==> config.mk <==
export PLATFORM = sky130hd
export DESIGN_NAME = bank_ea_gen
export DESIGN_NICKNAME = d
export VERILOG_FILES = /design/src/rtl/bea_pkg.sv /design/src/rtl/bea_addr_calc.sv /design/src/rtl/bea_read_seq.sv /design/src/rtl/bank_ea_gen.sv
export SDC_FILE = /design/constraint.sdc
export NUM_CORES = 1
export LEC_CHECK = 0
export BUFFER_PORTS_ARGS = -buffer_cell sky130_fd_sc_hd__buf_4
export CORE_MARGIN = 2
export CORE_UTILIZATION = 51
export DETAILED_ROUTE_END_ITERATION = 8
export GPL_ROUTABILITY_DRIVEN = 0
export PLACE_DENSITY = 0.81
export SETUP_SLACK_MARGIN = 0.5
export SLEW_MARGIN = 20
export SYNTH_ARGS = -nofsm -noshare
export SYNTH_HDL_FRONTEND = slang
export SYNTH_SLANG_ARGS = --single-unit
==> constraint.sdc <==
create_clock -name clk -period 2.25 [get_ports clk]
set_input_delay 0.1125 -clock clk [delete_from_list [all_inputs] [get_ports clk]]
set_output_delay 0.1125 -clock clk [all_outputs]
set_load 0.01 [all_outputs]
==> src/rtl/bea_pkg.sv <==
package bea_pkg;
    typedef enum logic [1:0] {
        AM_DISP8   = 2'b00,
        AM_DISP16  = 2'b01,
        AM_POSTINC = 2'b10,
        AM_LONG    = 2'b11
    } am_e;

    typedef enum logic [2:0] {
        S_IDLE    = 3'd0,
        S_LO_BEAT = 3'd1,
        S_HI_BEAT = 3'd2,
        S_DONE    = 3'd3,
        S_FAULT   = 3'd4
    } seq_st_e;
endpackage

==> src/rtl/bea_addr_calc.sv <==
module bea_addr_calc
    import bea_pkg::*;
#(
    parameter int PTR_W   = 16,
    parameter int BANK_W  = 8,
    parameter int LPTR_W  = 32,
    parameter int NREG    = 8,
    parameter int WIDE_RG = 4,
    localparam int ADDR_W = PTR_W + BANK_W,
    localparam int IDX_W  = $clog2(NREG),
    localparam int SHORT_W = 8
) (
    input  am_e               mode,
    input  logic              byte_op,
    input  logic [IDX_W-1:0]  idx,
    input  logic [LPTR_W-1:0] ptr,
    input  logic [PTR_W-1:0]  disp,
    input  logic [BANK_W-1:0] bank_dat,
    input  logic [BANK_W-1:0] bank_add,
    input  logic [BANK_W-1:0] bank_ssp,
    input  logic [BANK_W-1:0] bank_usp,
    input  logic              sys_stack,
    output logic [ADDR_W-1:0] ea,
    output logic [PTR_W-1:0]  ptr_next,
    output logic              legal,
    output logic              wb_req
);
    logic [BANK_W-1:0] bank_sel;
    logic [PTR_W-1:0]  short_off;
    logic [PTR_W-1:0]  low_sum;
    logic [ADDR_W-1:0] long_sum;

    always_comb begin
        unique case (idx[1:0])
            2'b00, 2'b01: bank_sel = bank_dat;
            2'b10:        bank_sel = bank_add;
            default:      bank_sel = sys_stack ? bank_ssp : bank_usp;
        endcase
    end

    assign short_off = {{(PTR_W-SHORT_W){disp[SHORT_W-1]}}, disp[SHORT_W-1:0]};

    always_comb begin
        unique case (mode)
            AM_DISP8:  low_sum = ptr[PTR_W-1:0] + short_off;
            AM_DISP16: low_sum = ptr[PTR_W-1:0] + disp;
            default:   low_sum = ptr[PTR_W-1:0];
        endcase
    end

    assign long_sum = ptr[ADDR_W-1:0]
                    + {{(ADDR_W-SHORT_W){disp[SHORT_W-1]}}, disp[SHORT_W-1:0]};

    assign ea       = (mode == AM_LONG) ? long_sum : {bank_sel, low_sum};
    assign ptr_next = ptr[PTR_W-1:0] + (byte_op ? PTR_W'(1) : PTR_W'(2));
    assign legal    = (mode == AM_DISP8) || (int'(idx) < WIDE_RG);
    assign wb_req   = (mode == AM_POSTINC);
endmodule

==> src/rtl/bea_read_seq.sv <==
module bea_read_seq
    import bea_pkg::*;
#(
    parameter int ADDR_W = 24,
    parameter int PTR_W  = 16,
    parameter int IDX_W  = 3,
    localparam int BYTE_W = 8,
    localparam int WORD_W = 2 * BYTE_W
) (
    input  logic              clk,
    input  logic              rst_n,
    input  logic              start,
    input  logic              legal,
    input  logic              byte_op,
    input  logic              wb_req,
    input  logic [IDX_W-1:0]  idx,
    input  logic [ADDR_W-1:0] ea_in,
    input  logic [PTR_W-1:0]  ptr_next,
    output logic              busy,
    output logic              op_fault,
    output logic [ADDR_W-1:0] ea,
    output logic              mem_req,
    output logic [ADDR_W-1:0] mem_addr,
    input  logic              mem_ready,
    input  logic [BYTE_W-1:0] mem_rdata,
    output logic              rd_valid,
    output logic [WORD_W-1:0] rd_data,
    output logic              wb_en,
    output logic [IDX_W-1:0]  wb_idx,
    output logic [PTR_W-1:0]  wb_val
);
    seq_st_e state, state_nx;
    logic [ADDR_W-1:0] ea_q;
    logic [BYTE_W-1:0] lo_q, hi_q;
    logic              byte_q, wb_q;
    logic [IDX_W-1:0]  idx_q;
    logic [PTR_W-1:0]  wbv_q;

    always_ff @(posedge clk or negedge rst_n) begin
        if (!rst_n) state <= S_IDLE;
        else        state <= state_nx;
    end

    always_comb begin
        state_nx = state;
        unique case (state)
            S_IDLE:    if (start) state_nx = legal ? S_LO_BEAT : S_FAULT;
            S_LO_BEAT: if (mem_ready) state_nx = byte_q ? S_DONE : S_HI_BEAT;
            S_HI_BEAT: if (mem_ready) state_nx = S_DONE;
            S_DONE:    state_nx = S_IDLE;
            S_FAULT:   state_nx = S_IDLE;
            default:   state_nx = S_IDLE;
        endcase
    end

    always_ff @(posedge clk or negedge rst_n) begin
        if (!rst_n) begin
            ea_q   <= '0;
            lo_q   <= '0;
            hi_q   <= '0;
            byte_q <= 1'b0;
            wb_q   <= 1'b0;
            idx_q  <= '0;
            wbv_q  <= '0;
        end else begin
            if (state == S_IDLE && start && legal) begin
                ea_q   <= ea_in;
                byte_q <= byte_op;
                wb_q   <= wb_req;
                idx_q  <= idx;
                wbv_q  <= ptr_next;
            end
            if (state == S_LO_BEAT && mem_ready) lo_q <= mem_rdata;
            if (state == S_HI_BEAT && mem_ready) hi_q <= mem_rdata;
        end
    end

    always_comb begin
        mem_req  = 1'b0;
        mem_addr = ea_q;
        rd_valid = 1'b0;
        op_fault = 1'b0;
        wb_en    = 1'b0;
        unique case (state)
            S_IDLE: ;
            S_LO_BEAT: mem_req = 1'b1;
            S_HI_BEAT: begin
                mem_req  = 1'b1;
                mem_addr = ea_q + {{(ADDR_W-1){1'b0}}, 1'b1};
            end
            S_DONE: begin
                rd_valid = 1'b1;
                wb_en    = wb_q;
            end
            S_FAULT: op_fault = 1'b1;
            default: ;
        endcase
    end

    assign busy    = (state != S_IDLE);
    assign ea      = ea_q;
    assign rd_data = byte_q ? {{BYTE_W{1'b0}}, lo_q} : {hi_q, lo_q};
    assign wb_idx  = idx_q;
    assign wb_val  = wbv_q;

    assert_req_hold_R9: assert property (@(posedge clk) disable iff (!rst_n)
        (mem_req && !mem_ready) |=> (mem_req && $stable(mem_addr)));
    assert_result_after_beat_R10: assert property (@(posedge clk) disable iff (!rst_n)
        rd_valid |-> $past(mem_ready));
    assert_result_single_R10: assert property (@(posedge clk) disable iff (!rst_n)
        rd_valid |=> !rd_valid);
    assert_wb_with_result_R7: assert property (@(posedge clk) disable iff (!rst_n)
        wb_en |-> rd_valid);
    assert_fault_quiet_R11: assert property (@(posedge clk) disable iff (!rst_n)
        op_fault |-> (!mem_req && !wb_en && !rd_valid));
    assert_exclusive_R11: assert property (@(posedge clk) disable iff (!rst_n)
        $onehot0({mem_req, rd_valid, op_fault}));
endmodule

==> src/rtl/bank_ea_gen.sv <==
module bank_ea_gen
    import bea_pkg::*;
#(
    parameter int PTR_W   = 16,
    parameter int BANK_W  = 8,
    parameter int LPTR_W  = 32,
    parameter int NREG    = 8,
    parameter int WIDE_RG = 4,
    localparam int ADDR_W = PTR_W + BANK_W,
    localparam int IDX_W  = $clog2(NREG)
) (
    input  logic              clk,
    input  logic              rst_n,
    input  logic              start,
    input  logic [1:0]        mode,
    input  logic              byte_op,
    input  logic [IDX_W-1:0]  reg_idx,
    input  logic [LPTR_W-1:0] reg_val,
    input  logic [PTR_W-1:0]  disp,
    input  logic [BANK_W-1:0] bank_dat,
    input  logic [BANK_W-1:0] bank_add,
    input  logic [BANK_W-1:0] bank_ssp,
    input  logic [BANK_W-1:0] bank_usp,
    input  logic              sys_stack,
    output logic              busy,
    output logic              op_fault,
    output logic [ADDR_W-1:0] ea,
    output logic              mem_req,
    output logic [ADDR_W-1:0] mem_addr,
    input  logic              mem_ready,
    input  logic [7:0]        mem_rdata,
    output logic              rd_valid,
    output logic [15:0]       rd_data,
    output logic              wb_en,
    output logic [IDX_W-1:0]  wb_idx,
    output logic [PTR_W-1:0]  wb_val
);
    logic [ADDR_W-1:0] ea_calc;
    logic [PTR_W-1:0]  ptr_next;
    logic              legal, wb_req;

    bea_addr_calc #(
        .PTR_W(PTR_W), .BANK_W(BANK_W), .LPTR_W(LPTR_W),
        .NREG(NREG), .WIDE_RG(WIDE_RG)
    ) u_calc (
        .mode(am_e'(mode)), .byte_op(byte_op), .idx(reg_idx), .ptr(reg_val),
        .disp(disp), .bank_dat(bank_dat), .bank_add(bank_add),
        .bank_ssp(bank_ssp), .bank_usp(bank_usp), .sys_stack(sys_stack),
        .ea(ea_calc), .ptr_next(ptr_next), .legal(legal), .wb_req(wb_req)
    );

    bea_read_seq #(.ADDR_W(ADDR_W), .PTR_W(PTR_W), .IDX_W(IDX_W)) u_seq (
        .clk(clk), .rst_n(rst_n), .start(start), .legal(legal),
        .byte_op(byte_op), .wb_req(wb_req), .idx(reg_idx), .ea_in(ea_calc),
        .ptr_next(ptr_next), .busy(busy), .op_fault(op_fault), .ea(ea),
        .mem_req(mem_req), .mem_addr(mem_addr), .mem_ready(mem_ready),
        .mem_rdata(mem_rdata), .rd_valid(rd_valid), .rd_data(rd_data),
        .wb_en(wb_en), .wb_idx(wb_idx), .wb_val(wb_val)
    );
endmodule

Word-level counts from Yosys, hierarchy flattened
Cells that the tools add are included.
Widths: inputs -> output; s select.
{ "op_classes": {"addsub": 5, "order_cmp": 1, "n_eq_ne": 12, "mux": 17, "reduce_logical": 12} }
{ "ops": {"columns": ["cell", "n"], "rows": [
  ["$add 16x16->16", 3],
  ["$mux 24", 2],
  ["$pmux 16 s2", 1],
  ["$add 24x1->24 const B", 1],
  ["$add 24x24->24", 1],
  ["$mux 16", 1],
  ["$pmux 8 s2", 1],
  ["$mux 3", 4],
  ["$pmux 3 s3", 1],
  ["$mux 8", 1],
  ["$eq 2x2->1 const B", 3],
  ["$eq 3x2->1 const B", 2],
  ["$ne 2x2->1 const B", 3],
  ["$mux 1", 5],
  ["$eq 2x1->1 const B", 2],
  ["$logic_and 1x1->1", 4],
  ["$logic_not 2->1", 2],
  ["$reduce_or 2->1", 2],
  ["$eq 3x1->1 const B", 1],
  ["$eq 3x3->1 const B", 1],
  ["$logic_not 3->1", 1],
  ["$lt 3x3->1 const B", 1],
  ["$reduce_and 3->1", 1],
  ["$reduce_bool 3->1", 1],
  ["2 further kinds", 2]
]} }
{ "totals": {"reg_bits": 64, "out_inout_bits": 88, "word_cells": 55} }

Logic depth before layout (Yosys ltp)
Gate-level depths: netlist of run 1.
{ "logic_depth": {"depth_word": 5, "ltp_mapped": 14, "ltp_nobuf": 12} }

Cells and area by module
A second synthesis of run 1 with hierarchy kept.
{ "hier_totals": {"cells_unflattened": 599, "area_unflattened_um2": 5537.8} }
{ "modules_own_cells": {"columns": ["mod", "instances", "cells_per_inst", "area_per_inst_um2", "seq_area_each_um2"], "rows": [
  ["bea_read_seq", 1, 235, 3050.4, 1601.5],
  ["bea_addr_calc", 1, 364, 2487.4, 0.0]
]} }

Worst setup path after synthesis of run 1
OpenSTA, ideal clock, no wires.
{ "synth_timing": {"path_kind": "input -> register", "startpoint": "input mode[0]", "endpoint": "register u_seq.ea_q[14] (netlist: u_seq.ea[14])", "arrival_ps": 2333, "t_required_ps": 2131, "path_slack_ps": -202, "path_stages": 14, "n_path_buf": 3, "cell_sequence": "clkbuf_1 clkbuf_1 buf_1 nand3_1 nand2_1 ha_1 a21o_1 a31oi_1 o21ai_0 a21oi_1 o21ai_0 xnor2_1 o22ai_1 o21a_1"} }
{ "synth_via": {"elab_chain_cells": 3} }
{ "synth_rtl": {"columns": ["item", "line_no", "rtl"], "rows": [
  ["start: declaration", "bank_ea_gen.sv:15", "input logic [1:0] mode,"],
  ["$eq 2x1->1 / $logic_not 2->1 (equally long branches)", "bea_addr_calc.sv:44, bea_addr_calc.sv:56", null],
  ["$pmux 16 s2 / $logic_or 1x1->1 (equally long branches)", "bea_addr_calc.sv:44, bea_addr_calc.sv:56", null],
  ["$mux 24 / $logic_and 1x1->1 (equally long branches)", "bea_addr_calc.sv:54, bea_read_seq.sv:66", null],
  ["end signal: assignment", "bea_read_seq.sv:67", "ea_q <= ea_in;"],
  ["end: declaration", "bea_read_seq.sv:33", "logic [ADDR_W-1:0] ea_q;"]
]} }
Several ways; a longest one is shown, not always the timed one.
A chain may end at the register's enable or synchronous reset.

Final worst setup path of run 1
{ "layout_timing": {"startpoint": "register u_seq.state[0]", "endpoint": "output mem_addr[17]"} }
{ "layout_via": {"elab_chain_cells": 2} }
{ "layout_rtl": {"columns": ["item", "line_no", "rtl"], "rows": [
  ["start: declaration", "bea_read_seq.sv:32", "seq_st_e state, state_nx;"],
  ["start signal: assignment", "bea_read_seq.sv:41", "else state <= state_nx;"],
  ["$eq 3x2->1", "bea_read_seq.sv:84", "unique case (state)"],
  ["$mux 24", "bea_read_seq.sv:84", null],
  ["end: declaration", "bank_ea_gen.sv:29", "output logic [ADDR_W-1:0] mem_addr,"]
]} }
No other way between the ends.

==> flow_metrics.env, run 1 <==
export IMPL_ant_nets=0
export IMPL_power_net_switching_uw=3770
export IMPL_p_leak_uw=0.00409
export IMPL_first_global_vias=5710
export IMPL_regArea_um2=1600
export IMPL_yosysWarnings=0
export IMPL_arrival_ps=2540
export IMPL_dp_hpwl_um=13200
export IMPL_p_clk_share_pct=10.3
export IMPL_grt_pass1_wl_um=28300
export IMPL_startpoint_type="register"
export IMPL_cp_end_kind="output port"
export IMPL_cts_root_buf="clkbuf_8"
export IMPL_synth_flop_cell="dfrtp_1"
export IMPL_path_max_fanout=4
export IMPL_cts_max_path_buffers=2
export IMPL_fmax_mhz=378
export IMPL_preCtsSetupSlack_ps=-49.4
export IMPL_port_buffers=178
export IMPL_crit_path_end="mem_addr[17]"
export IMPL_period_needed_ps=2650
export IMPL_internal_power_uw=4830
export IMPL_finClkSkew_ps=17.9
export IMPL_p_per_area_nw_per_um2=968
export IMPL_maxCapViolCount=0
export IMPL_worstPathRequired_ps=2140
export IMPL_diodes=0
export IMPL_violations="setup timing"
export IMPL_nets=1046
export IMPL_n_fill_cell=464
export IMPL_ys_ff_latch=64
export IMPL_seq_area_frac_synth_pct=29.9
export IMPL_io_pins=187
export IMPL_cts_buffers=9
export IMPL_areaGrowthSynthToFinish_pct=65.8
export IMPL_multi_input_area_um2=4530
export IMPL_die_h_um=106
export IMPL_syn_cell_area_um2=5360
export IMPL_seq_power_share_pct=28.0
export IMPL_layout_setup_ws_ps=-398
export IMPL_crit_reg2reg_launch="u_seq.state[0]"
export IMPL_tns_ps=-3590
export IMPL_hold_viol_final=0
export IMPL_status="finished, violations left"
export IMPL_cts_tree="done"
export IMPL_worstPathCellList="nor3b_4 > nand4_1 > nor2_2 > nand2_2 > nor2_4 > nand4_1 > nor2_1 > xor2_1 > buf_4"
export IMPL_core_um2=10300
export IMPL_cts_sinks=64
export IMPL_period_share_pct=118
export IMPL_slew_violations=0
export IMPL_critPathLaunch="u_seq.state[0]"
export IMPL_drt_iter0_drc=900
export IMPL_critPathKind="reg2out"
export IMPL_async_flop_share_pct=100
export IMPL_finalSetupViolCount=14
export IMPL_cpPeakStageDelay_ps=460
export IMPL_overflow=0
export IMPL_grt_max_degree=65
export IMPL_synthTopCellsByCount="nand2_1, dfrtp_1, nor2_1"
export IMPL_clock_latency_ps=370
export IMPL_timing_rr_end="u_seq.ea[17]"
export IMPL_via_count=6731
export IMPL_syn_num_nets=790
export IMPL_max_slew_worst_pin_slew_ps=848
export IMPL_placementRows=37
export IMPL_worst_r2r_path_depth=9
export IMPL_ir_drop_uv=714
export IMPL_viasPerCell=6.40
export IMPL_syn_inst=656
export IMPL_r2r_slack_ps=200
export IMPL_slew_headroom_pct=43.5
export IMPL_path_clk_slew_ps=80
export IMPL_synth_area_leaders="dfrtp_1, ha_1, nand2_1"
export IMPL_wirelength_um=23900
export IMPL_crit_slowest_cell="dfrtp_1"
export IMPL_synth_edf_count=0
export IMPL_drive_gt1_share_pct=49.5
export IMPL_htree_levels=3
export IMPL_antenna_found_initial=0
export IMPL_grt_usage_pct=31.3
export IMPL_avgSynthCellArea_um2=8.16
export IMPL_comb_power_share_pct=61.7
export IMPL_die_area_um2=11300
export IMPL_drc=0
export IMPL_synth_top_area_share_pct=29.9
export IMPL_start_util_pct=52.1
export IMPL_rsz0062_at_grt="yes"
export IMPL_ys_types=52
export IMPL_yosysMostFrequentCell="nand2_1"
export IMPL_die_w_um=106
export IMPL_wl_per_cell_um=22.7
export IMPL_hp_class="in2reg"
export IMPL_path_common_cell="nand4_1"
export IMPL_synth_area_leader_cell="dfrtp_1"
export IMPL_firstDrtPassIters=5
export IMPL_p_sw_share_pct=43.9
-- worst max-delay path, delay by kind of cell, from the launching register on --
kind	cells	cell delay, ps
flip-flops	1	460
XOR/XNOR	1	190
AND/OR/NAND/NOR	7	1340
buffers and inverters	1	160
-- flip-flops by register name, summed over array words and instances, names as in the netlist --
register	cells
u_seq.wb_val	16
u_seq.byte_q	1
u_seq.ea	24
u_seq.wb_q	1
u_seq.hi_q	8
u_seq.wb_idx	3
u_seq.state	3
u_seq.lo_q	8
-- logic make-up after synthesis --
kind of cell,count (synthesis),synth area share (%)
mux,38,7.52
compound gates,163,19.2
buf+inv,45,3.22
xor+xnor,65,10.6
fa+ha+maj,35,8.46
simple gates,246,21.1
flops,64,29.9
-- power groups by stage --
stage | combinational, uW | clock (uW) | sequential, uW
floorplan | 1840 | 0 | 2310
finish | 5310 | 885 | 2410
global route | 5540 | 930 | 2450
CTS | 4200 | 844 | 2220
detailed placement | 3920 | 0 | 2230
global placement | 3830 | 0 | 2180
-- placed cells by master (no fill, tap or decap), drive strengths merged, types with 18 or more instances in the layout --
master	n
mux2	18
dfrtp	64
nand2	95
mux2i	20
nand3	29
xnor2	35
ha	33
o21ai	51
xor2	30
buf	263
a21oi	50
nor2	62
-- worst min path at each step --
stage	from	endpoint	slack [ps]	cells past startpoint
after floorplan	rst_n	u_seq.byte_q	-180	0
after global placement	rst_n	u_seq.lo_q[1]	240	1
after detailed placement	rst_n	u_seq.ea[2]	250	1
after CTS	mem_rdata[2]	u_seq.lo_q[2]	0.8	2
after global routing	mem_rdata[1]	u_seq.lo_q[1]	5	2
final	mem_rdata[1]	u_seq.lo_q[1]	10	2
-- final cells by class --
class,count,area share (%)
tap,136,1.92
clock inverter,5,0.394
multi-input combinational,547,51.0
timing repair buffer,274,26.5
clock buffer,10,1.44
inverter,16,0.747
sequential,64,18.0
-- what timing repair did --
| item | CTS | global route |
|---|---|---|
| setup buffers | 19 | 28 |
| setup endpoints to repair | 64 | 41 |
| gates cloned | 1 | 5 |
| hold buffers | 7 | 1 |
| gates resized for setup | 60 | 175 |
| pin swaps | 52 | 103 |
| endpoints found under the hold margin | 72 | 1 |
-- metrics by stage --
| stage | power (uW) | utilization, % | hold WS [ps] | instances | cell area, um2 |
|---|---|---|---|---|---|
| after floorplan | 4150 | - | -183 | 656 | 5560 |
| after global placement | 6010 | 70.0 | 244 | 976 | 7190 |
| after detailed placement | 6150 | 70.0 | 246 | 976 | 7190 |
| after CTS | 7270 | 76.9 | 0.840 | 1018 | 7910 |
| after global routing | 8920 | 86.4 | 5.44 | 1052 | 8880 |
| final | 8600 | 86.4 | 9.80 | 1052 | 8880 |
-- metal layers --
metal  track usage [%]  wire (um)  vias up
met3              4.84       2220      174
li1                  -          -     2834
met1              40.0       8560     3179
met5                 0          0        -
met2              53.3      11500      544
met4              12.2       1570        0
Note: power is estimated with default switching activity, not from simulation.
==> inputs of run 2 (changes only) <==
--- a/config.mk
+++ b/config.mk
@@ -5,14 +5,16 @@
 export SDC_FILE = /design/constraint.sdc
 export NUM_CORES = 1
 export LEC_CHECK = 0
-export BUFFER_PORTS_ARGS = -buffer_cell sky130_fd_sc_hd__buf_4
 export CORE_MARGIN = 2
-export CORE_UTILIZATION = 51
+export CORE_UTILIZATION = 55
+export CTS_BUF_LIST = sky130_fd_sc_hd__clkbuf_4
 export DETAILED_ROUTE_END_ITERATION = 8
+export DONT_BUFFER_PORTS = 1
 export GPL_ROUTABILITY_DRIVEN = 0
-export PLACE_DENSITY = 0.81
+export PLACE_DENSITY = 0.7
 export SETUP_SLACK_MARGIN = 0.5
 export SLEW_MARGIN = 20
 export SYNTH_ARGS = -nofsm -noshare
 export SYNTH_HDL_FRONTEND = slang
+export SYNTH_HIERARCHICAL = 1
 export SYNTH_SLANG_ARGS = --single-unit
==> run 2 against run 1 <==
The run still ends with setup timing left; core utilization decreased by 7.1 points; total power is 17% lower; first-iteration DRC count is 67% lower; routed wire length decreased by 22%; non-clock buffer count decreased by 163; sequential share of layout area increased by 2.8 points; largest cell class unchanged; highest routed layer unchanged.
==> flow_metrics.env, run 2 <==
export IMPL_status="finished, violations left"
export IMPL_violations="setup timing"
export IMPL_p_clk_share_pct=13.5
export IMPL_areaGrowthSynthToFinish_pct=40.1
export IMPL_total_power_uw=7170
export IMPL_nets=834
export IMPL_antenna_found_initial=0
export IMPL_hold_depth=2
export IMPL_synth_area_leader_cell="dfrtp_1"
export IMPL_p_leak_uw=0.00328
export IMPL_hold_viol_final=0
export IMPL_power_net_switching_uw=3150
export IMPL_path_common_cell="buf_6"
export IMPL_port_buffers=0
export IMPL_viasPerCell=6.39
export IMPL_start_util_pct=56.7
export IMPL_final_cell_mix="buf_4, dfrtp_1, mux2_2, nand2_1, nor2_1"
export IMPL_grt_max_degree=65
export IMPL_io_pins=187
export IMPL_syn_num_nets=733
export IMPL_drt_iter0_drc=297
export IMPL_preCtsSetupSlack_ps=-235
export IMPL_die_w_um=104
export IMPL_ys_types=67
export IMPL_largest_reg_flops=24
export IMPL_cp_end_kind="output port"
export IMPL_wl_per_cell_um=22.3
export IMPL_critPathKind="reg2out"
export IMPL_placementRows=36
export IMPL_tns_ps=-92.2
export IMPL_seq_area_frac_synth_pct=28.9
export IMPL_overflow=0
export IMPL_slew_headroom_pct=66.7
export IMPL_rsz0062_at_grt="yes"
export IMPL_synth_area_leaders="dfrtp_1, mux2_2, ha_1"
export IMPL_n_fill_cell=610
export IMPL_ys_ff_latch=64
export IMPL_cts_tree="done"
export IMPL_p_sw_share_pct=43.9
export IMPL_period_needed_ps=2310
export IMPL_synthTopCellsByCount="mux2_2, dfrtp_1, nor2_1"
export IMPL_cts_root_buf="clkbuf_4"
export IMPL_arrival_ps=2190
export IMPL_comb_power_share_pct=49.2
export IMPL_cts_sinks=64
export IMPL_layout_commonest_cell="buf_4"
export IMPL_firstDrtPassIters=5
export IMPL_die_h_um=104
export IMPL_worstPathRequired_ps=2140
export IMPL_drive_gt1_share_pct=41.6
export IMPL_first_global_vias=5243
export IMPL_layout_setup_ws_ps=-55.6
export IMPL_finClkSkew_ps=15.3
export IMPL_critPathBufInv=3
export IMPL_startpoint_type="register"
export IMPL_crit_slowest_cell="dfrtp_1"
export IMPL_grt_usage_pct=31.1
export IMPL_wirelength_um=18700
export IMPL_async_flop_share_pct=100
export IMPL_synth_top_area_share_pct=28.9
export IMPL_slew_violations=0
export IMPL_path_clk_slew_ps=130
export IMPL_finalSetupViolCount=3
export IMPL_p_per_area_nw_per_um2=924
export IMPL_synth_edf_count=0
export IMPL_timing_rr_end="u_seq/state[2]"
export IMPL_htree_levels=3
export IMPL_via_count=5359
export IMPL_die_area_um2=10900
export IMPL_worst_r2r_path_depth=5
export IMPL_cpPeakStageDelay_ps=420
export IMPL_worstHoldStart="mode[1]"
export IMPL_seq_power_share_pct=37.3
export IMPL_crit_reg2reg_launch="u_seq/state[2]"
export IMPL_synth_flop_cell="dfrtp_1"
export IMPL_core_um2=9770
export IMPL_clock_latency_ps=430
export IMPL_crit_family="simple AND/OR/NAND/NOR gates"
export IMPL_max_slew_worst_pin_slew_ps=500
export IMPL_syn_cell_area_um2=5540
export IMPL_grt_pass1_wl_um=27300
export IMPL_syn_inst=599
export IMPL_fmax_mhz=434
export IMPL_yosysWarnings=6
export IMPL_maxCapViolCount=0
export IMPL_hp_class="in2reg"
export IMPL_path_max_fanout=6
export IMPL_worstPathCellList="buf_6 > nor3b_4 > buf_6 > buf_6 > nand4_4 > nor3_2 > xnor2_1"
export IMPL_avgSynthCellArea_um2=9.25
export IMPL_ant_nets=0
export IMPL_ir_drop_uv=671
export IMPL_dp_hpwl_um=11900
export IMPL_drc=0
export IMPL_worstHoldEndpoint="u_seq/ea[10]"
export IMPL_diodes=0
export IMPL_r2r_slack_ps=460
export IMPL_cts_max_path_buffers=2
export IMPL_yosysMostFrequentCell="mux2_2"
export IMPL_cts_buffers=9
export IMPL_period_share_pct=102
export IMPL_internal_power_uw=4020
==> run 2: timing repair <==
item,CTS,global route
endpoints found under the hold margin,114,0
resized for setup,57,92
pin swaps,24,29
setup buffers,12,15
hold buffers,37,0
gates cloned,1,0
endpoints found under the setup margin,72,53
==> run 2: power by group through the flow <==
stage | Sequential (uW) | Combinational [uW] | Clock (uW)
floorplan | 2380 | 2040 | 0
global placement | 2540 | 2530 | 0
detailed placement | 2570 | 2610 | 0
CTS | 2600 | 2980 | 986
global route | 2740 | 3730 | 1030
finish | 2670 | 3530 | 967
==> run 2: cells by family (layout without fill, tap and decap cells) <==
logic type / count (synthesis) / count (layout) / share of synthesized area (%)
adder cells (fa/ha/maj): 35 / 35 / 8.18
AO/OA/AOI/OAI: 141 / 141 / 17.1
buffers and inverters: 43 / 148 / 3.14
XOR/XNOR: 63 / 63 / 9.96
AND/OR/NAND/NOR: 178 / 179 / 17.7
multiplexers: 75 / 75 / 15.0
flip-flops: 64 / 64 / 28.9
==> run 2: layout make-up <==
cell class / count / area [um2] / area share [%]
multi-input cells: 493 / 4670 / 60.2
flip-flops and latches: 64 / 1610 / 20.8
repair buffers: 111 / 1030 / 13.2
well taps: 133 / 166 / 2.15
inverters: 21 / 113 / 1.45
clock inverters: 7 / 103 / 1.32
clock buffers: 9 / 67.6 / 0.871
==> run 2: through the flow <==
stage / hold slack (ps) / area [um2] / cells / utilization, %
final: 13.6 / 7760 / 838 / 79.4
after global routing: 4.68 / 7760 / 838 / 79.4
after CTS: 1.12 / 7130 / 823 / 72.9
after detailed placement: -182 / 6200 / 757 / 63.4
after global placement: -182 / 6200 / 757 / 63.4
after floorplan: -183 / 5810 / 599 / -
==> run 2: how the worst max path moves through the flow <==
stage                         from      endpoint  slack, ps  cells after the start
finish              u_seq/state[0]  mem_addr[16]        -60                      7
global route        u_seq/state[0]  mem_addr[16]       -110                      7
CTS                 u_seq/state[0]  mem_addr[14]         60                      7
detailed placement         mode[0]  u_seq/ea[15]       -240                     13
global placement           mode[0]  u_seq/ea[15]       -180                     13
floorplan                  mode[1]  u_seq/ea[15]       -210                     13
==> run 2: layer usage <==
metal | track usage (%) | wire, um | vias up
li1 | - | - | 2406
met1 | 35.8 | 7250 | 2614
met2 | 54.5 | 9230 | 278
met3 | 9.21 | 1510 | 61
met4 | 11.7 | 716 | 0
met5 | 0 | 0 | -
==> run 2: worst register-to-register path: cells and delay by family (launching register included) <==
kind | cells | cell delay [ps]
buf+inv | 2 | 740
simple gates | 3 | 540
flops | 1 | 450
